### src/rtl/priv_guard_pkg.sv
package priv_guard_pkg;

    typedef enum logic [2:0] {
        MODE_M  = 3'd0,
        MODE_HS = 3'd1,
        MODE_HU = 3'd2,
        MODE_VS = 3'd3,
        MODE_VU = 3'd4
    } mode_e;

    typedef struct packed {
        logic       tvm;
        logic       tw;
        logic       vtvm;
        logic       vtw;
        logic       hu;
        logic [1:0] fs;
        logic [1:0] vs;
        logic [2:0] frm;
    } stat_t;

    typedef struct packed {
        logic       zero_en;
        logic       clean_en;
        logic [1:0] inval;
    } env_t;

    localparam int NUM_LVL  = 3;
    localparam int LVL_M    = 0;
    localparam int LVL_H    = 1;
    localparam int LVL_S    = 2;
    localparam int NUM_ILL  = 12;
    localparam int NUM_VIRT = 8;
    localparam int STAT_W   = 12;
    localparam int ENV_W    = 4;

    typedef struct packed {
        stat_t                    st;
        env_t [NUM_LVL-1:0]       env;
    } cfg_t;

    // Off is 00 or the reserved 10: low bit clear
    function automatic logic inval_off(input logic [1:0] f);
        return ~f[0];
    endfunction

    function automatic logic inval_flush(input logic [1:0] f);
        return f == 2'b01;
    endfunction

endpackage

### src/rtl/priv_guard_cfg.sv
module priv_guard_cfg
    import priv_guard_pkg::*;
#(
    parameter int DATA_W = 16
) (
    input  logic              clk,
    input  logic              rst_n,
    input  logic              we,
    input  logic [1:0]        sel,
    input  logic [DATA_W-1:0] wdata,
    output cfg_t              cfg_o
);
    cfg_t       cfg_d;
    cfg_t       cfg_q;
    logic [1:0] lvl_idx;

    assign lvl_idx = sel - 2'd1;

    always_comb begin
        cfg_d = cfg_q;
        if (we) begin
            if (sel == 2'd0) begin
                cfg_d.st.tvm  = wdata[0];
                cfg_d.st.tw   = wdata[1];
                cfg_d.st.vtvm = wdata[2];
                cfg_d.st.vtw  = wdata[3];
                cfg_d.st.hu   = wdata[4];
                cfg_d.st.fs   = wdata[6:5];
                cfg_d.st.vs   = wdata[8:7];
                cfg_d.st.frm  = wdata[11:9];
            end else begin
                cfg_d.env[lvl_idx].zero_en  = wdata[0];
                cfg_d.env[lvl_idx].clean_en = wdata[1];
                cfg_d.env[lvl_idx].inval    = wdata[3:2];
            end
        end
    end

    always_ff @(posedge clk or negedge rst_n) begin
        if (!rst_n) cfg_q <= '0;
        else        cfg_q <= cfg_d;
    end

    assign cfg_o = cfg_q;

endmodule

### src/rtl/priv_guard_sys.sv
module priv_guard_sys
    import priv_guard_pkg::*;
(
    input  mode_e mode,
    input  stat_t st,
    output logic  ill_sfence,
    output logic  ill_spart,
    output logic  ill_hgvma,
    output logic  ill_hvvma,
    output logic  ill_hls,
    output logic  ill_wfi,
    output logic  ill_fp,
    output logic  ill_vec,
    output logic  frm_rsv,
    output logic  vi_sfence,
    output logic  vi_spart,
    output logic  vi_hfence,
    output logic  vi_hls,
    output logic  vi_wfi
);
    logic is_m, is_hs, is_hu, is_vs, is_vu, is_guest;

    always_comb begin
        is_m     = (mode == MODE_M);
        is_hs    = (mode == MODE_HS);
        is_hu    = (mode == MODE_HU);
        is_vs    = (mode == MODE_VS);
        is_vu    = (mode == MODE_VU);
        is_guest = is_vs | is_vu;

        ill_sfence = is_hu | (is_hs & st.tvm);
        ill_spart  = is_hu;
        ill_hgvma  = ill_sfence;
        ill_hvvma  = is_hu;
        ill_hls    = is_hu & ~st.hu;
        ill_wfi    = is_hu | (~is_m & st.tw);
        ill_fp     = (st.fs == 2'b00);
        ill_vec    = (st.vs == 2'b00);
        frm_rsv    = (st.frm > 3'd4);

        vi_sfence  = is_vu | (is_vs & st.vtvm);
        vi_spart   = is_vu;
        vi_hfence  = is_guest;
        vi_hls     = is_guest;
        vi_wfi     = ~st.tw & (is_vu | (is_vs & st.vtw));
    end

endmodule

### src/rtl/priv_guard_cbo.sv
module priv_guard_cbo
    import priv_guard_pkg::*;
(
    input  mode_e              mode,
    input  env_t [NUM_LVL-1:0] env,
    output logic [2:0]         ill_o,
    output logic [2:0]         virt_o,
    output logic               flush_o
);
    logic is_m, is_hs, is_hu, is_vs, is_vu;
    logic off_m, off_h, off_s, fl_m, fl_h, fl_s;

    assign is_m  = (mode == MODE_M);
    assign is_hs = (mode == MODE_HS);
    assign is_hu = (mode == MODE_HU);
    assign is_vs = (mode == MODE_VS);
    assign is_vu = (mode == MODE_VU);

    function automatic logic pick_en(input env_t e, input int k);
        return (k == 0) ? e.zero_en : e.clean_en;
    endfunction

    // index 0: zero, index 1: clean/flush, each with its own enable bit
    for (genvar k = 0; k < 2; k++) begin : g_en_class
        logic en_m, en_h, en_s;
        assign en_m = pick_en(env[LVL_M], k);
        assign en_h = pick_en(env[LVL_H], k);
        assign en_s = pick_en(env[LVL_S], k);
        assign ill_o[k]  = (~is_m & ~en_m) | (is_hu & ~en_s);
        assign virt_o[k] = en_m & ((is_vs & ~en_h) | (is_vu & (~en_h | ~en_s)));
    end

    assign off_m = inval_off(env[LVL_M].inval);
    assign off_h = inval_off(env[LVL_H].inval);
    assign off_s = inval_off(env[LVL_S].inval);
    assign fl_m  = inval_flush(env[LVL_M].inval);
    assign fl_h  = inval_flush(env[LVL_H].inval);
    assign fl_s  = inval_flush(env[LVL_S].inval);

    assign ill_o[2]  = (~is_m & off_m) | (is_hu & off_s);
    assign virt_o[2] = ~off_m & ((is_vs & off_h) | (is_vu & (off_h | off_s)));
    assign flush_o   = (is_hs & fl_m)
                     | (is_hu & (fl_m | fl_s))
                     | (is_vs & (fl_m | fl_h))
                     | (is_vu & (fl_m | fl_h | fl_s));

endmodule

### src/rtl/priv_guard.sv
module priv_guard
    import priv_guard_pkg::*;
#(
    parameter int DATA_W = 16
) (
    input  logic                clk,
    input  logic                rst_n,
    input  logic                cfg_we,
    input  logic [1:0]          cfg_sel,
    input  logic [DATA_W-1:0]   cfg_wdata,
    input  logic [1:0]          priv_lvl,
    input  logic                priv_virt,
    output logic [NUM_ILL-1:0]  ill_o,
    output logic [NUM_VIRT-1:0] virt_o,
    output logic                inval_flush_o
);
    cfg_t       cfg;
    mode_e      mode;
    logic [2:0] cbo_ill, cbo_virt;

    always_comb begin
        unique case (priv_lvl)
            2'd1:    mode = priv_virt ? MODE_VS : MODE_HS;
            2'd0:    mode = priv_virt ? MODE_VU : MODE_HU;
            default: mode = MODE_M;
        endcase
    end

    priv_guard_cfg #(.DATA_W(DATA_W)) u_cfg (
        .clk   (clk),
        .rst_n (rst_n),
        .we    (cfg_we),
        .sel   (cfg_sel),
        .wdata (cfg_wdata),
        .cfg_o (cfg)
    );

    priv_guard_sys u_sys (
        .mode       (mode),
        .st         (cfg.st),
        .ill_sfence (ill_o[0]),
        .ill_spart  (ill_o[1]),
        .ill_hgvma  (ill_o[2]),
        .ill_hvvma  (ill_o[3]),
        .ill_hls    (ill_o[4]),
        .ill_wfi    (ill_o[5]),
        .ill_fp     (ill_o[6]),
        .ill_vec    (ill_o[7]),
        .frm_rsv    (ill_o[8]),
        .vi_sfence  (virt_o[0]),
        .vi_spart   (virt_o[1]),
        .vi_hfence  (virt_o[2]),
        .vi_hls     (virt_o[3]),
        .vi_wfi     (virt_o[4])
    );

    priv_guard_cbo u_cbo (
        .mode    (mode),
        .env     (cfg.env),
        .ill_o   (cbo_ill),
        .virt_o  (cbo_virt),
        .flush_o (inval_flush_o)
    );

    assign ill_o[11:9]  = cbo_ill;
    assign virt_o[7:5]  = cbo_virt;


    m_mode_quiet_chk: assert property (@(posedge clk) disable iff (!rst_n)
        priv_lvl[1] |-> (ill_o[5:0] == '0 && ill_o[11:9] == '0 && virt_o == '0 && !inval_flush_o));


    wfi_excl_chk: assert property (@(posedge clk) disable iff (!rst_n)
        !(ill_o[5] && virt_o[4]));


    inval_excl_chk: assert property (@(posedge clk) disable iff (!rst_n)
        !(ill_o[11] && virt_o[7]));


    frm_load_chk: assert property (@(posedge clk) disable iff (!rst_n)
        (cfg_we && cfg_sel == 2'd0) |=> (ill_o[8] == ($past(cfg_wdata[11:9]) > 3'd4)));


    cfg_hold_chk: assert property (@(posedge clk) disable iff (!rst_n)
        (!$past(cfg_we) && $stable(priv_lvl) && $stable(priv_virt))
            |-> ($stable(ill_o) && $stable(virt_o) && $stable(inval_flush_o)));

endmodule

### config.mk
export PLATFORM = sky130hd
export DESIGN_NAME = priv_guard
export DESIGN_NICKNAME = d
export VERILOG_FILES = /design/src/rtl/priv_guard_pkg.sv /design/src/rtl/priv_guard_cfg.sv /design/src/rtl/priv_guard_sys.sv /design/src/rtl/priv_guard_cbo.sv /design/src/rtl/priv_guard.sv
export SDC_FILE = /design/constraint.sdc
export NUM_CORES = 1
export LEC_CHECK = 0
export CAP_MARGIN = 20
export CORE_AREA = 3 3 56 58
export DETAILED_ROUTE_END_ITERATION = 8
export DIE_AREA = 0 0 59 61
export PLACE_DENSITY = 0.79
export SYNTH_ARGS = -nofsm -noshare
export SYNTH_HDL_FRONTEND = slang
export SYNTH_HIERARCHICAL = 1
export SYNTH_SLANG_ARGS = --single-unit
### constraint.sdc
create_clock -name clk -period 7.9 [get_ports clk]
set_clock_uncertainty 0.1 [all_clocks]
set_input_delay 1.975 -clock clk [delete_from_list [all_inputs] [get_ports clk]]
set_output_delay 1.975 -clock clk [all_outputs]
set_load 0.005 [all_outputs]
==> tab_implementation.tex, run 1 <==
\begin{tabular}{lr}
\hline
Metric & Value \\
\hline
\multicolumn{2}{l}{\textbf{Outcome}} \\
Result of the run & completed \\
\multicolumn{2}{l}{\textbf{Worst setup path}} \\
Register-to-Register Setup Slack & 7.00 ns \\
Crit path max fanout & 15 \\
Count of cells along the worst register-to-register path & 1 \\
Type of the worst setup path & in2out \\
Worst path required time & 5.83 ns \\
Timing startpoint of the critical path & priv\_lvl[0] \\
Crit end category & output pin \\
Reg2Reg Launch Point & u\_cfg/cfg\_o[2] \\
Reg-to-Reg End & u\_cfg/cfg\_o[2] \\
Kind of start point of the critical path & primary input \\
Arr. time, crit path & 4.18 ns \\
\multicolumn{2}{l}{\textbf{Power}} \\
Proportion of power drawn by combinational gates & 0.281 \\
Clk network pwr share & 0.197 \\
Switching portion of total power & 0.252 \\
Share of power burned in registers & 0.522 \\
PD cells & 180 nW/um\^{}2 \\
P\_int & 0.000232 W \\
Standby leakage power & 0.710 nW \\
Switching power summed over all nets & 0.0000782 W \\
Worst voltage drop across the vdd grid & 0.000158 V \\
\multicolumn{2}{l}{\textbf{STA}} \\
Total setup violations reported at the end of the flow & 0 \\
Minimum clock period after layout & 6.26 ns \\
Slew Viols, Final & 0 \\
Maximum frequency from static timing analysis & 160 MHz \\
RSZ-0062 raised after global routing & no \\
Worst relative slew slack & 0.462 \\
Share of the cycle needed by the critical path after routing & 0.792 \\
Slew at the pin closest to its max-slew limit & 0.806 ns \\
Sum of negative setup slack & 0 ns \\
Worst hold margin & 0.427 ns \\
Hold violation count in the final report & 0 \\
\multicolumn{2}{l}{\textbf{Min path}} \\
HP Start & u\_cfg/cfg\_o[1] \\
Worst-case hold path end point & u\_cfg/cfg\_o[1] \\
Hold/Removal Path Class & reg2reg \\
Number of cells on the worst hold path & 1 \\
\multicolumn{2}{l}{\textbf{Synthesis}} \\
Flops \& latches, synth & 24 \\
Dominant cells by area after synthesis & dfrtp\_1, mux2\_2, nand3b\_1 \\
Area fraction of the dominant cell type after synthesis & 0.481 \\
Sequential cell area fraction in the yosys report & 0.481 \\
Net count after synthesis & 131 \\
Synthesized netlist cell count & 107 \\
Average footprint of a synthesized cell & 11.7 sq um \\
Ys Warns & 6 \\
Number of unique standard cell types used by synthesis & 25 \\
Count of flip-flops with a built-in enable after synthesis & 0 \\
Post-synth top flop & dfrtp\_1 \\
Share of flip-flops with an asynchronous set or reset & 1.00 \\
Leading post-synthesis cells by instance count & dfrtp\_1, mux2\_2, nor2\_1, a21oi\_1 \\
Cell type with the largest total area after synthesis & dfrtp\_1 \\
Mapped Area & 1250 sq um \\
\multicolumn{2}{l}{\textbf{Route}} \\
Wire length after detailed routing & 2.46 mm \\
Via total after detailed routing & 955 \\
Drt wl/cell & 13.6 um \\
1st-iter DRT viols & 15 \\
Count of TritonRoute iterations in the first routing pass & 4 \\
Antenna viol nets, final & 0 \\
Drt drc & 0 \\
Via/cell ratio & 5.31 \\
\multicolumn{2}{l}{\textbf{Clock tree}} \\
TritonCTS clock tree & done \\
Maximum level of the CTS H-tree & 1 \\
Clock slew at the register clock pins of the worst setup and hold paths & 0.13 ns \\
Largest buffer count on any clock path & 2 \\
CTS root buf & clkbuf\_4 \\
CTS Buf Count & 3 \\
Clock network latency to the later pin of the worst-skew pair & 0.29 ns \\
Post-CTS setup buffers & 0 \\
Total of cells resized after clock tree synthesis & 0 \\
Post-CTS Hold Fix Bufs & 0 \\
Clock sinks & 24 \\
\multicolumn{2}{l}{\textbf{Placement}} \\
DP Wirelength & 1.97 mm \\
GP Congestion & 0.769 \\
Port Buffers & 40 \\
\multicolumn{2}{l}{\textbf{Floorplan}} \\
Full die area & 3600 sq um \\
Core Region & 2710 sq um \\
Initial Util & 0.460 \\
Number of core rows & 19 \\
Horizontal die dimension & 59 um \\
Vertical die dimension & 61 um \\
Number of I/O pins & 45 \\
\multicolumn{2}{l}{\textbf{Global routing}} \\
Number of global-route vias before repair & 967 \\
Pin count of the biggest net entering global routing & 25 \\
Peak-usage layer in the global routing report & met2 \\
Met2 global-route usage & 0.282 \\
First-pass GRT wire length & 4.12 mm \\
Antenna violations before repair & 0 \\
Global routing met1 resource utilization & 0.172 \\
Leftover overflow at the end of global routing & 0 \\
Total Routing Usage GR & 0.150 \\
Global Route met3 Usage & 0.0170 \\
\multicolumn{2}{l}{\textbf{Job}} \\
Number of max-capacitance violations reported & 0 \\
\multicolumn{2}{l}{\textbf{Finish}} \\
Final-layout fill cell count & 234 \\
Flip-flop count of the largest register after layout & 24 \\
Area delta synth->final & 38.2\% \\
\# diodes & 0 \\
Fraction of final layout cells with drive strength greater than 1 & 0.242 \\
Nets@finish & 174 \\
\hline
\end{tabular}
[kinds of logic after synthesis]
group | after synthesis | synth area share
compound gates | 19 | 0.0973
xor+xnor | 1 | 0.00702
flops | 24 | 0.481
buf+inv | 9 | 0.0421
mux | 24 | 0.217
simple gates | 30 | 0.155
[cells in the final DEF, fill, tap and decap left out, drive strengths merged, types with 2 or more instances in the layout]
cell            n
dfrtp          24
o21a            4
or3             3
or3b            3
nor2b           3
inv             5
buf             2
nor3b           2
nand3b          5
nand2           2
clkbuf          4
o21ai           4
mux2           24
clkdlybuf4s50  40
nor2            8
a21oi           7
nand2b          2
[per-layer routing]
layer / vias to the layer above / wire (um)
met3: 2 / 154
met4: 0 / 8
li1: 471 / -
met5: - / 0
met1: 452 / 1000
met2: 30 / 1290
[critical path, cell delays in order]
cell	delay (ns)
clkdlybuf4s50_1	0.51
nor2b_1	0.67
nand3b_1	0.24
nor2_1	0.15
o21a_1	0.14
clkdlybuf4s50_1	0.50
[power by group through the flow]
stage	combinational [W]	clock, W	sequential, W
global route	0.0000958	0.0000703	0.000166
floorplan	0.0000471	0	0.000159
global placement	0.0000836	0	0.000163
CTS	0.0000870	0.0000639	0.000162
detailed placement	0.0000865	0	0.000165
finish	0.0000873	0.0000611	0.000162
[stage by stage]
stage           util  std cells  worst slack [ns]  power [W]  area (sq um)
5_1_grt        0.636        180              1.42   0.000332          1720
3_3_place_gp   0.613        175              1.74   0.000246          1660
4_1_cts        0.626        179              1.68   0.000313          1700
2_1_floorplan      -        107              2.50   0.000206          1250
6_report       0.636        180              1.64   0.000310          1720
3_5_place_dp   0.613        175              1.69   0.000251          1660
[layout make-up]
type	instances	area (sq um)	share of cell area
inverters	5	18.8	0.0109
clock buffers	4	36.3	0.0210
flip-flops and latches	24	601	0.348
well taps	31	38.8	0.0225
repair buffers	42	435	0.253
multi-input cells	74	594	0.345
[how the worst max path moves through the flow]
stage                      endpoint
after floorplan           virt_o[5]
after global placement    virt_o[6]
after detailed placement  virt_o[6]
after CTS                  ill_o[4]
after global routing      virt_o[6]
final                     virt_o[6]
No activity file was read; power rests on OpenSTA's default activity.
==> run 2: changes to the inputs <==
CORE_AREA = 3 3 58 60   (was 3 3 56 58)
DIE_AREA = 0 0 61 63   (was 0 0 59 61)
PLACE_DENSITY = 0.74   (was 0.79)
clock period = 6.2 ns   (was 7.9 ns; I/O delays follow)
==> run 2 against run 1 <==
Effect of this change:
- sequential cell count unchanged
- utilization decreased by 6.1 points
- critical endpoint is now virt_o[0]
- via count decreased by 0.21%
- die area increased by 6.8%
==> tab_implementation.tex, run 2 (synthesis results as in run 1) <==
\begin{tabular}{lr}
\hline
Metric & Value \\
\hline
\multicolumn{2}{l}{\textbf{Route}} \\
Met1 wire length & 1.01 mm (+0.90\%) \\
Via/cell ratio & 5.24 (-1.3\%) \\
Drt wl/cell & 13.7 um (+0.23\%) \\
Met3 wire length & 105 um (-32\%) \\
1st-iter DRT viols & 35 (+20) \\
Wire length after detailed routing & 2.49 mm (+1.3\%) \\
Highest metal used & met4 \\
Antenna viol nets, final & 0 (unchanged) \\
Via total after detailed routing & 953 (-0.21\%) \\
Drt drc & 0 (unchanged) \\
Routed length on met2 & 1.36 mm (+5.3\%) \\
Count of TritonRoute iterations in the first routing pass & 4 (unchanged) \\
\multicolumn{2}{l}{\textbf{Global routing}} \\
First-pass GRT wire length & 4.29 mm (+4.2\%) \\
Number of global-route vias before repair & 968 (+0.10\%) \\
Antenna violations before repair & 0 (unchanged) \\
Pin count of the biggest net entering global routing & 25 (unchanged) \\
Leftover overflow at the end of global routing & 0 (unchanged) \\
Total Routing Usage GR & 0.144 (-0.00536) \\
\multicolumn{2}{l}{\textbf{Floorplan}} \\
Core Region & 2980 sq um (+9.9\%) \\
Initial Util & 0.419 (-0.0414) \\
Number of I/O pins & 45 (unchanged) \\
Horizontal die dimension & 61 um (+3.4\%) \\
Number of core rows & 20 (+1) \\
Full die area & 3840 sq um (+6.8\%) \\
Vertical die dimension & 63 um (+3.3\%) \\
\multicolumn{2}{l}{\textbf{Clock tree}} \\
TritonCTS clock tree & done \\
Largest buffer count on any clock path & 2 (unchanged) \\
CTS root buf & clkbuf\_4 \\
Total of cells resized after clock tree synthesis & 0 (unchanged) \\
Clock network latency to the later pin of the worst-skew pair & 0.29 ns (about the same) \\
Clock slew at the register clock pins of the worst setup and hold paths & 0.12 ns (about the same) \\
Post-CTS setup buffers & 0 (unchanged) \\
Post-CTS Hold Fix Bufs & 0 (unchanged) \\
CTS Buf Count & 3 (unchanged) \\
Maximum level of the CTS H-tree & 1 (unchanged) \\
Clock sinks & 24 (unchanged) \\
\multicolumn{2}{l}{\textbf{STA}} \\
RSZ-0062 raised after global routing & no \\
Maximum frequency from static timing analysis & 186 MHz \\
Share of the cycle needed by the critical path after routing & 0.869 \\
Hold violation count in the final report & 0 (unchanged) \\
Slew at the pin closest to its max-slew limit & 0.776 ns (-0.0293 ns) \\
Minimum clock period after layout & 5.39 ns \\
Worst relative slew slack & 0.481 (+0.0195) \\
Slew Viols, Final & 0 (unchanged) \\
Total setup violations reported at the end of the flow & 0 (unchanged) \\
Sum of negative setup slack & 0 ns (unchanged) \\
\multicolumn{2}{l}{\textbf{Finish}} \\
Most frequent standard cell in the layout excluding fill and tap cells & clkdlybuf4s50\_1 \\
Fin util & 0.576 (-0.0606) \\
Final instance area & 1710 sq um (-0.58\%) \\
Final-layout fill cell count & 271 (+16\%) \\
Commonest cells after routing, fill and taps aside & clkdlybuf4s50\_1, mux2\_2, dfrtp\_1, nor2\_1, a21oi\_1 \\
Nets@finish & 174 (unchanged) \\
Fraction of final layout cells with drive strength greater than 1 & 0.242 (unchanged) \\
\# diodes & 0 (unchanged) \\
Area delta synth->final & 37.4\% \\
Flip-flop count of the largest register after layout & 24 (unchanged) \\
\multicolumn{2}{l}{\textbf{Worst setup path}} \\
Register-to-Register Setup Slack & 5.29 ns (-1.71 ns) \\
Most prevalent standard cell on the critical path & clkdlybuf4s50\_1 \\
Cell with the biggest individual delay on the critical path & nor2b\_1 \\
Type of the worst setup path & in2out \\
Kind of start point of the critical path & primary input \\
Delay of the slowest critical-path stage & 0.65 ns (-0.02 ns) \\
Crit end category & output pin \\
Count of cells along the worst register-to-register path & 1 (unchanged) \\
Reg-to-Reg End & u\_cfg/cfg\_o[2] \\
Crit path max fanout & 15 (unchanged) \\
Worst path required time & 4.55 ns (-1.28 ns) \\
Critical path cell sequence & clkdlybuf4s50\_1, nor2b\_1, nand3b\_1, o21ai\_0, clkdlybuf4s50\_1 \\
Reg2Reg Launch Point & u\_cfg/cfg\_o[2] \\
Arr. time, crit path & 3.74 ns (-0.44 ns) \\
\multicolumn{2}{l}{\textbf{Placement}} \\
Port Buffers & 40 (unchanged) \\
Standard cell area after detailed placement & 1660 sq um (+0.15\%) \\
DP Wirelength & 1.99 mm (+1.2\%) \\
GP Congestion & 0.804 (+4.5\%) \\
\multicolumn{2}{l}{\textbf{Min path}} \\
HP Start & u\_cfg/cfg\_o[18] \\
Number of cells on the worst hold path & 1 (unchanged) \\
Hold/Removal Path Class & reg2reg \\
Worst-case hold path end point & u\_cfg/cfg\_o[18] \\
\multicolumn{2}{l}{\textbf{Job}} \\
Number of max-capacitance violations reported & 0 (unchanged) \\
\multicolumn{2}{l}{\textbf{Power}} \\
PD cells & 230 nW/um\^{}2 (+28\%) \\
Worst voltage drop across the vdd grid & 0.000115 V (-27\%) \\
Standby leakage power & 0.705 nW (-0.74\%) \\
\multicolumn{2}{l}{\textbf{Outcome}} \\
Result of the run & completed \\
\hline
\end{tabular}
## run 2: cell count changes in the layout (fill, tap and decap cells not counted)
cell / previous run / this run
buf_8: 0 / 1
buf_16: 1 / 0
## run 2: worst max path at each step
stage                      from         to  slack [ns]
floorplan           priv_lvl[0]  virt_o[5]        1.65
global placement      priv_virt  virt_o[7]        0.86
detailed placement  priv_lvl[0]  virt_o[0]        0.80
CTS                 priv_lvl[0]  virt_o[0]        0.80
global route          priv_virt  virt_o[6]        0.66
finish              priv_lvl[0]  virt_o[0]        0.81
## run 2: layout make-up
type / instances / area, sq um / area share
inverters: 5 / 18.8 / 0.0109
clock buffers: 4 / 36.3 / 0.0212
well taps: 33 / 41.3 / 0.0241
flip-flops and latches: 24 / 601 / 0.350
repair buffers: 42 / 423 / 0.247
multi-input cells: 74 / 594 / 0.347
## run 2: power by group
part | total (W) | switching (W) | leakage [nW] | internal [W]
registers | 0.000206 | 0.0000203 | 0.284 | 0.000186
logic | 0.000111 | 0.0000384 | 0.400 | 0.0000729
clock network | 0.0000767 | 0.0000409 | 0.0210 | 0.0000358
total | 0.000394 | 0.0000996 | 0.705 | 0.000295
## run 2: worst max-delay path: cells and delay by family
kind	cells	cell delay [ns]
AO/OA/AOI/OAI	1	0.24
buffers and inverters	2	1.04
AND/OR/NAND/NOR	2	0.91
## run 2: per-stage QoR
step	hold slack, ns	setup slack [ns]	instances	total power, W
3_3_place_gp	0.392	0.860	177	0.000314
3_5_place_dp	0.399	0.803	177	0.000320
2_1_floorplan	0.379	1.65	107	0.000262
4_1_cts	0.428	0.803	181	0.000398
6_report	0.423	0.811	182	0.000394
5_1_grt	0.452	0.663	182	0.000425
## run 2: metal layers
layer	up-vias	track usage
li1	466	-
met2	29	0.255
met1	456	0.173
met4	0	0.0434
met5	-	0
met3	2	0.0227
==> run 3: changes to the inputs <==
PLACE_DENSITY = 0.76   (was 0.74)
clock period = 5.8 ns   (was 6.2 ns; I/O delays follow)
==> run 3 against run 2 <==
Effect of this change:
- via count up 0.42%
- cell area grew 0.73%
- clock power rose by 7.4%
- sequential share of layout area is 0.25 points lower
- die area unchanged
- critical endpoint is now virt_o[5]
- largest cell class unchanged
==> tab_implementation.tex, run 3 (synthesis results as in run 1) <==
\begin{tabular}{lr}
\hline
Metric & Value \\
\hline
\multicolumn{2}{l}{\textbf{Clock tree}} \\
Clock sinks & 24 (unchanged) \\
Post-CTS Hold Fix Bufs & 0 (unchanged) \\
Clock slew at the register clock pins of the worst setup and hold paths & 0.12 ns (about the same) \\
CTS Buf Count & 3 (unchanged) \\
Post-CTS setup buffers & 0 (unchanged) \\
TritonCTS clock tree & done \\
Largest buffer count on any clock path & 2 (unchanged) \\
Clock network latency to the later pin of the worst-skew pair & 0.29 ns (about the same) \\
Total of cells resized after clock tree synthesis & 0 (unchanged) \\
CTS root buf & clkbuf\_4 \\
Maximum level of the CTS H-tree & 1 (unchanged) \\
\multicolumn{2}{l}{\textbf{STA}} \\
Worst relative slew slack & 0.463 (-0.0188) \\
Slew Viols, Final & 0 (unchanged) \\
RSZ-0062 raised after global routing & no \\
Hold violation count in the final report & 0 (unchanged) \\
Total setup violations reported at the end of the flow & 0 (unchanged) \\
Minimum clock period after layout & 5.23 ns \\
Maximum frequency from static timing analysis & 191 MHz \\
Final worst setup slack & 0.565 ns (-0.246 ns) \\
Sum of negative setup slack & 0 ns (unchanged) \\
Share of the cycle needed by the critical path after routing & 0.903 \\
Worst hold margin & 0.426 ns (+0.00290 ns) \\
Slew at the pin closest to its max-slew limit & 0.805 ns (+0.0281 ns) \\
\multicolumn{2}{l}{\textbf{Floorplan}} \\
Vertical die dimension & 63 um (unchanged) \\
Number of I/O pins & 45 (unchanged) \\
Horizontal die dimension & 61 um (unchanged) \\
Full die area & 3840 sq um (unchanged) \\
Core Region & 2980 sq um (unchanged) \\
Number of core rows & 20 (unchanged) \\
Initial Util & 0.419 (unchanged) \\
\multicolumn{2}{l}{\textbf{Global routing}} \\
Leftover overflow at the end of global routing & 0 (unchanged) \\
Total Routing Usage GR & 0.140 (-0.00459) \\
Pin count of the biggest net entering global routing & 25 (unchanged) \\
Antenna violations before repair & 0 (unchanged) \\
Number of global-route vias before repair & 966 (-0.21\%) \\
First-pass GRT wire length & 4.26 mm (-0.79\%) \\
\multicolumn{2}{l}{\textbf{Placement}} \\
DP Wirelength & 2.01 mm (+0.89\%) \\
GP Congestion & 0.704 (-12\%) \\
Port Buffers & 40 (unchanged) \\
Worst-case setup slack after placement & 0.601 ns (-0.202 ns) \\
Standard cell area after detailed placement & 1660 sq um (unchanged) \\
\multicolumn{2}{l}{\textbf{Route}} \\
1st-iter DRT viols & 59 (+69\%) \\
Antenna viol nets, final & 0 (unchanged) \\
Via total after detailed routing & 957 (+0.42\%) \\
Count of TritonRoute iterations in the first routing pass & 4 (unchanged) \\
Drt wl/cell & 14.5 um (+5.8\%) \\
Drt drc & 0 (unchanged) \\
Wire length after detailed routing & 2.63 mm (+5.8\%) \\
Via/cell ratio & 5.26 (+0.42\%) \\
\multicolumn{2}{l}{\textbf{Worst setup path}} \\
Cell family contributing the most delay on the critical path & simple AND/OR/NAND/NOR gates \\
Cell with the biggest individual delay on the critical path & nor2b\_1 \\
Kind of start point of the critical path & primary input \\
Crit path max fanout & 15 (unchanged) \\
Worst path required time & 4.25 ns (-0.30 ns) \\
Delay of the slowest critical-path stage & 0.67 ns (+0.02 ns) \\
Count of cells along the worst register-to-register path & 1 (unchanged) \\
Most prevalent standard cell on the critical path & clkdlybuf4s50\_1 \\
Type of the worst setup path & in2out \\
Reg2Reg Launch Point & u\_cfg/cfg\_o[6] \\
Arr. time, crit path & 3.68 ns (-0.06 ns) \\
Critical path cell sequence & clkdlybuf4s50\_1, nor2b\_1, nand3b\_1, nor2\_1, o21a\_1, clkdlybuf4s50\_1 \\
Register-to-Register Setup Slack & 4.90 ns (-0.39 ns) \\
Buffer and inverter count on the worst path & 2 (unchanged) \\
Reg-to-Reg End & u\_cfg/cfg\_o[6] \\
Crit end category & output pin \\
\multicolumn{2}{l}{\textbf{Finish}} \\
Final instance area & 1730 sq um (+0.73\%) \\
Nets@finish & 174 (unchanged) \\
Flip-flop count of the largest register after layout & 24 (unchanged) \\
Area delta synth->final & 38.4\% \\
Fraction of final layout cells with drive strength greater than 1 & 0.242 (unchanged) \\
\# diodes & 0 (unchanged) \\
Fin util & 0.580 (+0.00420) \\
Commonest cells after routing, fill and taps aside & clkdlybuf4s50\_1, mux2\_2, dfrtp\_1, nor2\_1, a21oi\_1 \\
Most frequent standard cell in the layout excluding fill and tap cells & clkdlybuf4s50\_1 \\
\multicolumn{2}{l}{\textbf{Job}} \\
Number of max-capacitance violations reported & 0 (unchanged) \\
\multicolumn{2}{l}{\textbf{Min path}} \\
Number of cells on the worst hold path & 1 (unchanged) \\
HP Start & u\_cfg/cfg\_o[12] \\
Worst-case hold path end point & u\_cfg/cfg\_o[12] \\
Hold/Removal Path Class & reg2reg \\
\multicolumn{2}{l}{\textbf{Power}} \\
Worst voltage drop across the vdd grid & 0.000148 V (+29\%) \\
Standby leakage power & 0.710 nW (+0.75\%) \\
PD cells & 245 nW/um\^{}2 (+6.7\%) \\
\multicolumn{2}{l}{\textbf{Outcome}} \\
Result of the run & completed \\
\hline
\end{tabular}
[run 3: metrics by stage]
stage,cells,power (W)
final,182,0.000424
after detailed placement,177,0.000342
after global placement,177,0.000336
after global routing,182,0.000452
after floorplan,107,0.000280
after CTS,181,0.000424
[run 3: worst max-delay path by stage]
stage                     slack, ns   startpoint        end  cells after the start
after CTS                      0.60  priv_lvl[0]  virt_o[5]                      6
after global routing           0.39  priv_lvl[0]  virt_o[5]                      6
after global placement         0.69  priv_lvl[0]  virt_o[0]                      5
after floorplan                1.45  priv_lvl[0]  virt_o[5]                      4
final                          0.57  priv_lvl[0]  virt_o[5]                      6
after detailed placement       0.60  priv_lvl[0]  virt_o[5]                      6
[run 3: metal layers]
layer | GRT usage | up-vias | share of wire | routed length (um)
met5 | 0 | - | 0 | 0
met4 | 0.0325 | 0 | 0.0046 | 12
met3 | 0.0145 | 2 | 0.049 | 130
met2 | 0.237 | 28 | 0.51 | 1350
met1 | 0.187 | 462 | 0.43 | 1140
li1 | - | 465 | - | -
[run 3: report_power, final]
part | switching, W | leakage, nW | internal [W]
clock network | 0.0000442 | 0.0210 | 0.0000382
logic | 0.0000411 | 0.405 | 0.0000789
registers | 0.0000224 | 0.284 | 0.000199
total | 0.000108 | 0.710 | 0.000316
[run 3: area by class of cell]
class                      instances  area, sq um
clock buffer                       4         36.3
multi-input combinational         74          594
sequential                        24          601
inverter                           5         18.8
timing repair buffer              42          435
fill                             251         1250
tap                               33         41.3
